`src/rtl/wsc_pkg.sv`:
```
package wsc_pkg;

  typedef enum logic [1:0] {
    ST_SLEEP  = 2'd0,
    ST_ACTIVE = 2'd1,
    ST_PAUSED = 2'd2
  } dev_state_e;

  typedef enum logic [2:0] {
    TK_NONE  = 3'd0,
    TK_WAKE  = 3'd1,
    TK_CMD   = 3'd2,
    TK_XMIT  = 3'd3,
    TK_SLEEP = 3'd4,
    TK_PAUSE = 3'd5
  } tok_kind_e;

endpackage

```
`src/rtl/wsc_watchdog.sv`:
```
// Down-counter reloaded on wake; flags the last awake cycle.
module wsc_watchdog #(
  parameter int WD_CYCLES = 200
) (
  input  logic clk,
  input  logic rst_n,
  input  logic load,
  input  logic run,
  output logic expire
);
  localparam int WD_W = $clog2(WD_CYCLES + 1);

  logic [WD_W-1:0] cnt;

  always_ff @(posedge clk or negedge rst_n) begin
    if (!rst_n) begin
      cnt <= '0;
    end else if (load) begin
      cnt <= WD_W'(WD_CYCLES);
    end else if (run && cnt != '0) begin
      cnt <= cnt - WD_W'(1);
    end
  end

  assign expire = run && (cnt == WD_W'(1));
endmodule

```
`src/rtl/wsc_addr_match.sv`:
```
// A pause without an address selects every device.
module wsc_addr_match #(
  parameter int ADDR_W = 4
) (
  input  logic              has_addr,
  input  logic [ADDR_W-1:0] tok_addr,
  input  logic [ADDR_W-1:0] dev_addr,
  output logic              hit
);
  assign hit = !has_addr || (tok_addr == dev_addr);
endmodule

```
`src/rtl/wsc_resp_reg.sv`:
```
// One-entry response holder with valid/ready output and a flush.
module wsc_resp_reg #(
  parameter int DATA_W = 8
) (
  input  logic              clk,
  input  logic              rst_n,
  input  logic              load,
  input  logic [DATA_W-1:0] load_data,
  input  logic              flush,
  input  logic              ready,
  output logic              valid,
  output logic [DATA_W-1:0] data
);
  always_ff @(posedge clk or negedge rst_n) begin
    if (!rst_n) begin
      valid <= 1'b0;
      data  <= '0;
    end else if (flush) begin
      valid <= 1'b0;
    end else if (load) begin
      valid <= 1'b1;
      data  <= load_data;
    end else if (valid && ready) begin
      valid <= 1'b0;
    end
  end
endmodule

```
`src/rtl/wsc_select_ctrl.sv`:
```
module wsc_select_ctrl
  import wsc_pkg::*;
#(
  parameter int          ADDR_W    = 4,
  parameter int          DATA_W    = 8,
  parameter int          WD_CYCLES = 200,
  parameter logic [7:0]  SYNC_BYTE = 8'h11
) (
  input  logic              clk,
  input  logic              rst_n,
  input  logic              tok_valid,
  output logic              tok_ready,
  input  logic [2:0]        tok_kind,
  input  logic              tok_has_addr,
  input  logic [ADDR_W-1:0] tok_addr,
  input  logic [ADDR_W-1:0] dev_addr,
  input  logic              eng_busy,
  input  logic [DATA_W-1:0] eng_byte,
  output logic [1:0]        dev_state,
  output logic              resp_valid,
  input  logic              resp_ready,
  output logic [DATA_W-1:0] resp_data,
  output logic              cmd_start
);
  localparam logic [DATA_W-1:0] SYNC_W = DATA_W'(SYNC_BYTE);

  dev_state_e        state_q, state_d;
  logic              sync_q, sync_d;
  logic              cmd_d;
  logic              accept, expire, addr_hit;
  logic              wd_load, resp_load, resp_flush;
  logic [DATA_W-1:0] resp_byte;
  tok_kind_e         kind;

  assign kind   = tok_kind_e'(tok_kind);
  assign accept = tok_valid && tok_ready;

  wsc_watchdog #(.WD_CYCLES(WD_CYCLES)) u_wd (
    .clk(clk), .rst_n(rst_n), .load(wd_load),
    .run(state_q != ST_SLEEP), .expire(expire)
  );

  wsc_addr_match #(.ADDR_W(ADDR_W)) u_match (
    .has_addr(tok_has_addr), .tok_addr(tok_addr),
    .dev_addr(dev_addr), .hit(addr_hit)
  );

  wsc_resp_reg #(.DATA_W(DATA_W)) u_resp (
    .clk(clk), .rst_n(rst_n), .load(resp_load), .load_data(resp_byte),
    .flush(resp_flush), .ready(resp_ready),
    .valid(resp_valid), .data(resp_data)
  );

  // Half duplex: no listening while a response waits on the wire.
  assign tok_ready = !resp_valid;

  always_comb begin
    state_d    = state_q;
    sync_d     = sync_q;
    cmd_d      = 1'b0;
    wd_load    = 1'b0;
    resp_load  = 1'b0;
    resp_byte  = eng_byte;
    resp_flush = 1'b0;
    if (expire) begin
      state_d    = ST_SLEEP;
      resp_flush = 1'b1;
    end else begin
      unique case (state_q)
        ST_SLEEP: begin
          if (accept && kind == TK_WAKE) begin
            state_d = ST_ACTIVE;
            sync_d  = 1'b1;
            wd_load = 1'b1;
          end
        end
        ST_ACTIVE: begin
          if (accept) begin
            case (kind)
              TK_SLEEP: begin
                state_d    = ST_SLEEP;
                resp_flush = 1'b1;
              end
              TK_PAUSE: if (addr_hit) state_d = ST_PAUSED;
              TK_CMD:   cmd_d = !eng_busy;
              TK_XMIT: begin
                if (sync_q) begin
                  resp_load = 1'b1;
                  resp_byte = SYNC_W;
                  sync_d    = 1'b0;
                end else if (!eng_busy) begin
                  resp_load = 1'b1;
                end
              end
              default: ;
            endcase
          end
        end
        ST_PAUSED: ;
        default: state_d = ST_SLEEP;
      endcase
    end
  end

  always_ff @(posedge clk or negedge rst_n) begin
    if (!rst_n) begin
      state_q   <= ST_SLEEP;
      sync_q    <= 1'b0;
      cmd_start <= 1'b0;
    end else begin
      state_q   <= state_d;
      sync_q    <= sync_d;
      cmd_start <= cmd_d;
    end
  end

  assign dev_state = state_q;
endmodule

```
`config.mk`:
```
export PLATFORM = sky130hd
export DESIGN_NAME = wsc_select_ctrl
export DESIGN_NICKNAME = d
export VERILOG_FILES = /design/src/rtl/wsc_pkg.sv /design/src/rtl/wsc_watchdog.sv /design/src/rtl/wsc_addr_match.sv /design/src/rtl/wsc_resp_reg.sv /design/src/rtl/wsc_select_ctrl.sv
export SDC_FILE = /design/constraint.sdc
export NUM_CORES = 1
export LEC_CHECK = 0
export CORE_MARGIN = 5
export CORE_UTILIZATION = 55
export CTS_CLUSTER_DIAMETER = 150
export DETAILED_ROUTE_END_ITERATION = 10
export DONT_BUFFER_PORTS = 1
export GPL_TIMING_DRIVEN = 0
export PLACE_DENSITY = 0.73
export SYNTH_ARGS = -nofsm -noshare
export SYNTH_HDL_FRONTEND = slang
export SYNTH_SLANG_ARGS = --single-unit
export TNS_END_PERCENT = 5
```
`constraint.sdc`:
```
create_clock -name clk -period 1.87 [get_ports clk]
set_clock_uncertainty 0.15 [all_clocks]
set_input_delay 0.2805 -clock clk [delete_from_list [all_inputs] [get_ports clk]]
set_output_delay 0.2805 -clock clk [all_outputs]
set_load 0.01 [all_outputs]
```
==> metrics.txt, run 1 <==
hold wc startpoint tok_kind[1]; weighted congestion at the end of routability-driven global placement approximately 0.77; Clock Root Buffer clkbuf_4; fraction of the yosys area taken by sequential cells between 40% and 50%; clock net sink count 21; antenna diode instance count 0; standard cell with the maximum stage delay on the critical path dfrtp_1; Post-route DRC 0; post-route design area roughly 1300 um2; pin count of the biggest net entering global routing 22; Max Slew Vio Count 0; horizontal die dimension around 57 um; final worst hold slack 4.45 ps; kind of end point of the critical path register; cell-by-cell trace of the critical path nor4_4, nand3_2, o2111ai_4, mux2_2; total die area 3240 um2; fin crit period around 1800 ps; required time of the critical path roughly 1900 ps; RSZ-0062 raised after global routing yes; peak per-stage delay on the critical path 450 ps; post-detailed-routing wire length 2380 um; HPWL Detailed about 1800 um; maximum buffer depth of the clock tree 2; total number of yosys warnings 0; depth of the CTS H-tree 1; critical path class register to register; ratio of final minimum period to clock period between 90% and 100%; Congestion Overflow GR 0; most frequently used flop master after synthesis dfrtp_1; detail-routed net length per standard cell between 15 and 20 um; most used standard cell by instance count after synthesis dfrtp_1; area of the core region about 2100 um2; Total Power Consumption ~1.1 mW; number of global-route vias before repair 934; launch point of the worst path u_wd.cnt[7]; PwrDens 852 nW/um2; height of the die 57.0 um; clock tree from TritonCTS built; number of I/O pins 38; worst rel slew slack between 30% and 40%; number of iterations in the first detailed-routing pass 6; CTS clock-pin slew for the worst setup and hold paths around 120 ps; count of state elements after synthesis 21; launching point of the worst reg2reg path u_wd.cnt[7]; instance count of the mapped netlist around 110; detailed-route vias per instance a little under 6; violation count after the first detailed-routing iteration 27; critical path buffer and inverter count 0; cell family contributing the most delay on the critical path simple AND/OR/NAND/NOR gates; max-cap check violation count 0; total leakage power between 0.5 and 0.6 nW; layout cells sized above 1 20.5%; Avg Cell Area, Syn approximately 11 um2; post-placement cell area about 1200 um2; area of the mapped netlist around 1200 um2; area share of the leading cell type in the synthesized netlist between 40% and 50%; FMAX around 0.54 GHz; Port Buffer Count 0; layout net count 150; startpoint types register; ranking of synthesized cells by area dfrtp_1, mux2_2, nor2b_1; Mapped Nets 140; first-pass GRT wire length just over 4000 um; initial antenna violation count 0; Rows 17; result of the run finished, final reports clean; largest fanout of any net on the critical path 9; initial core utilization 56.4%; EDFF count, synth 0; antenna-violating nets left 0; Global Route Usage Sum roughly 15%; measured slew at the worst slew-check pin ~960 ps; count of endpoints failing setup in the final report 0; unique cell type count in the Yosys netlist 43; source-to-sink clock delay at the later pin of the worst-skew pair ~300 ps; TritonCTS buffer count 3; area leader, netlist dfrtp_1; final hold violations 0; signed area change from the synthesized netlist to the final layout 10.8%; worst min-delay path class primary input to register; top cells by instance count after synthesis dfrtp_1, nor2_1, nor2b_1; Synth async-reset ratio 100%; arrival time worst endpoint 1890 ps; maximum vdd ir drop 509 uV; DR vias 891
## state kept, by name (all words and copies together), names as in the netlist
signal and cells:
sync_q 1, u_wd.cnt 8, u_resp.valid 1, cmd_start 1, u_resp.data 8, dev_state 2
## power by group
group | switching (mW) | internal (mW)
logic | 0.168 | 0.146
clock network | 0.131 | 0.0831
registers | 0.0894 | 0.527
## area by class of cell
class | instances | area, um2
buffer | 3 | 13.8
fill | 188 | 805
sequential | 21 | 527
multi-input combinational | 82 | 668
timing repair buffer | 5 | 47.5
clock buffer | 4 | 26.3
inverter | 7 | 26.3
tap | 28 | 35.0
## worst register-to-register path: cells and delay by family, from the launching register on
family	cells	cell delay, ps
compound gates	1	200
simple gates	2	550
flops	1	450
mux	1	380
## stage by stage
stage          utilization (%)  setup TNS [ps]  std cells  setup WS [ps]
2_1_floorplan                -               0        113           87.9
3_3_place_gp              58.1            -191        141          -39.9
3_5_place_dp              58.1            -308        141          -63.4
4_1_cts                   61.7          -0.472        150         -0.472
5_1_grt                   62.6            -299        150          -56.4
6_report                  62.6               0        150           20.9
## per-layer routing
metal | track usage, % | share of wire, %
met5 | 0 | 0
met1 | 18.7 | 40
met2 | 26.4 | 51
met4 | 2.65 | 1.3
met3 | 6.11 | 7.1
## cells in the final DEF, fill, tap and decap left out, drive strengths merged, types with 3 or more instances in the layout
cell type	Yosys	final
dfrtp	21	21
dlygate4sd3	0	4
nor3	4	4
inv	7	7
mux2	6	6
clkbuf	1	5
mux2i	4	4
nor2b	8	8
nand2	6	6
buf	2	3
xor2	4	4
nor2	9	9
o21ai	3	3
a31oi	3	3
## cell families (layout without fill, tap and decap cells)
kind of cell               count (synthesis)  after routing  share of synthesized area [%]
AOI/OAI and AO/OA                         20             20                           13.1
xor gates and xnor gates                   6              6                           4.33
adders and majority gates                  2              2                           2.06
buffers and inverters                     10             19                           3.30
DFF                                       21             21                           43.3
muxes                                     10             10                           9.18
and+or+nand+nor                           44             44                           24.7
## repair_timing
action / in CTS / in global routing
endpoints found under the setup margin: 7 / 10
cloned: 0 / 0
setup buffers: 1 / 0
hold buffers: 4 / 0
pin swaps: 1 / 2
endpoints found under the hold margin: 24 / 0
gates resized for setup: 1 / 4
## path summary, 6_finish.rpt
path / endpoint / slack [ps] / cells after the start
worst max-delay path: u_resp.data[6] / 20 / 4
worst min-delay path: u_wd.cnt[4] / 4 / 2
worst max register to register: u_resp.data[6] / 20 / 4
worst min register to register: u_wd.cnt[1] / 410 / 2
max in group asynchronous: u_resp.valid / 520 / 1
min in group asynchronous: u_wd.cnt[4] / 410 / 1
No activity file was read; power rests on OpenSTA's default activity.
==> run 2, diff against run 1 <==
--- a/config.mk
+++ b/config.mk
@@ -6,12 +6,11 @@
 export NUM_CORES = 1
 export LEC_CHECK = 0
 export CORE_MARGIN = 5
-export CORE_UTILIZATION = 55
+export CORE_UTILIZATION = 45
 export CTS_CLUSTER_DIAMETER = 150
 export DETAILED_ROUTE_END_ITERATION = 10
 export DONT_BUFFER_PORTS = 1
 export GPL_TIMING_DRIVEN = 0
-export PLACE_DENSITY = 0.73
 export SYNTH_ARGS = -nofsm -noshare
 export SYNTH_HDL_FRONTEND = slang
 export SYNTH_SLANG_ARGS = --single-unit
==> metrics.txt, run 2 (synthesis gave the netlist of run 1 again) <==
result of the run finished, final reports clean; depth of the CTS H-tree 1; layout net count approximately 160; number of iterations in the first detailed-routing pass 4; Congestion Overflow GR 0; PwrDens slightly above 800 nW/um2; TritonCTS buffer count 3; peak per-stage delay on the critical path between 400 and 500 ps; switch share roughly a third; required time of the critical path ~1900 ps; violation count after the first detailed-routing iteration 50; internal power component around 0.75 mW; setup slack, reg-to-reg about 38 ps; number of global-route vias before repair roughly 870; highest-count cells in the layout ignoring fill and taps dfrtp_1, nor2_1, nor2b_1, dlygate4sd3_1, inv_1; number of cells on the worst reg-to-reg path 4; startpoint types register; most common cell after layout, fill and taps aside dfrtp_1; WHS Path Cells 2; switching component of the power about 0.4 mW; post-placement cell area 1250 um2; Global Route Usage Sum ~14%; total placed cells including tap cells roughly 140; detailed-route vias per instance 5.64; max-cap check violation count 0; part of the power in the clock network a little under 20%; layout cells sized above 1 21.7%; measured slew at the worst slew-check pin 960 ps; HPWL Detailed 1770 um; FMAX between 0.5 and 0.6 GHz; final worst hold slack about 22 ps; post-route design area between 1000 and 1500 um2; hold endpoint u_wd.cnt[6]; initial antenna violation count 0; cell-by-cell trace of the critical path nand4bb_4, nor3b_4, o2111ai_2, mux2_2; height of the die between 60 and 70 um; kind of end point of the critical path register; fin crit period about 1800 ps; area of the core region about 2500 um2; relative contribution of combinational cells to total power between 20% and 30%; number of I/O pins 38; horizontal die dimension around 62 um; CTS clock-pin slew for the worst setup and hold paths about 120 ps; signed area change from the synthesized netlist to the final layout 16.4%; clock tree from TritonCTS built; worst rel slew slack 35.8%; largest fanout of any net on the critical path 4; launching point of the worst reg2reg path u_resp.valid; ratio of final minimum period to clock period between 90% and 100%; first-pass GRT wire length 3910 um; post-layout utilization of the core a little under three fifths; Port Buffer Count 0; Clock Root Buffer clkbuf_4; critical path class register to register; pin count of the biggest net entering global routing 22; Post-route DRC 0; number of fill cells in the layout around 240; post-detailed-routing wire length 2520 um; arrival time worst endpoint 1900 ps; initial core utilization 48.1%; fin cells approximately 160; antenna-violating nets left 0; detail-routed net length per standard cell roughly 16 um; standard cell with the maximum stage delay on the critical path dfrtp_2; Rows 18; total leakage power 0.617 nW; antenna diode instance count 0; DR vias 897; Max Slew Vio Count 0; area used by sequential logic in the layout approximately 530 um2; total die area 3830 um2; RSZ-0062 raised after global routing yes; final total negative setup slack 0 ps; maximum vdd ir drop around 500 uV; sequential group share of total power around 54%; multi-input combinational cell area a little under 700 um2; hold wc startpoint tok_kind[1]; capture point of the worst reg-to-reg path u_resp.data[7]; cell family contributing the most delay on the critical path simple AND/OR/NAND/NOR gates; count of endpoints failing setup in the final report 0; clock net sink count 21; final hold violations 0; maximum buffer depth of the clock tree 2; weighted congestion at the end of routability-driven global placement ~0.8; worst min-delay path class primary input to register; critical path buffer and inverter count 0; source-to-sink clock delay at the later pin of the worst-skew pair 310 ps
run 2: cell types whose count changed in the layout (fill, tap and decap cells not counted), sizes merged:
cell	before	now
clkbuf	5	4
o2111ai	1	2
buf	3	5
dlygate4sd3	4	8
clkinv	0	1
run 2: power groups by stage:
| stage | Combinational [mW] | Clock, mW | Sequential, mW |
|---|---|---|---|
| 2_1_floorplan | 0.237 | 0 | 0.604 |
| 3_3_place_gp | 0.270 | 0 | 0.620 |
| 3_5_place_dp | 0.280 | 0 | 0.622 |
| 4_1_cts | 0.307 | 0.242 | 0.612 |
| 5_1_grt | 0.342 | 0.264 | 0.629 |
| 6_report | 0.306 | 0.228 | 0.617 |
run 2: per-stage QoR:
step           power, mW  setup slack, ps
3_5_place_dp       0.903            -93.1
2_1_floorplan      0.841             87.9
5_1_grt             1.24            -36.6
6_report            1.15             37.9
3_3_place_gp       0.889            -56.8
4_1_cts             1.16             3.11
run 2: final cells by class:
type / count / share of cell area, %
sequential: 21 / 37.3
timing repair buffer: 11 / 7.27
inverter: 7 / 1.86
clock buffer: 3 / 1.60
buffer: 3 / 0.975
multi-input combinational: 83 / 48.0
clock inverter: 1 / 0.355
tap: 30 / 2.66
run 2: how the worst max path moves through the flow:
stage                       startpoint             end  slack [ps]  cells past startpoint
final                     u_resp.valid  u_resp.data[7]          40                      4
after detailed placement   u_wd.cnt[6]  u_resp.data[1]         -90                      4
after floorplan            u_wd.cnt[6]  u_resp.data[1]          90                      4
after global routing      u_resp.valid  u_resp.data[3]         -40                      4
after CTS                 u_resp.valid  u_resp.data[3]           3                      4
after global placement     u_wd.cnt[6]  u_resp.data[2]         -60                      4
run 2: per-layer routing:
layer,up-vias,GRT usage (%),share of wire (%)
met5,-,0,0
met4,0,7.27,1.7
li1,437,-,-
met2,28,20.9,43
met1,428,19.0,47
met3,4,3.31,8.2
run 2: what timing repair did:
item	4_1_cts	5_1_grt
hold buffers	8	0
pin swaps	2	3
cloned	0	1
hold endpoints to repair	27	0
setup endpoints to repair	7	10
gates resized for setup	1	3
setup buffers	1	2
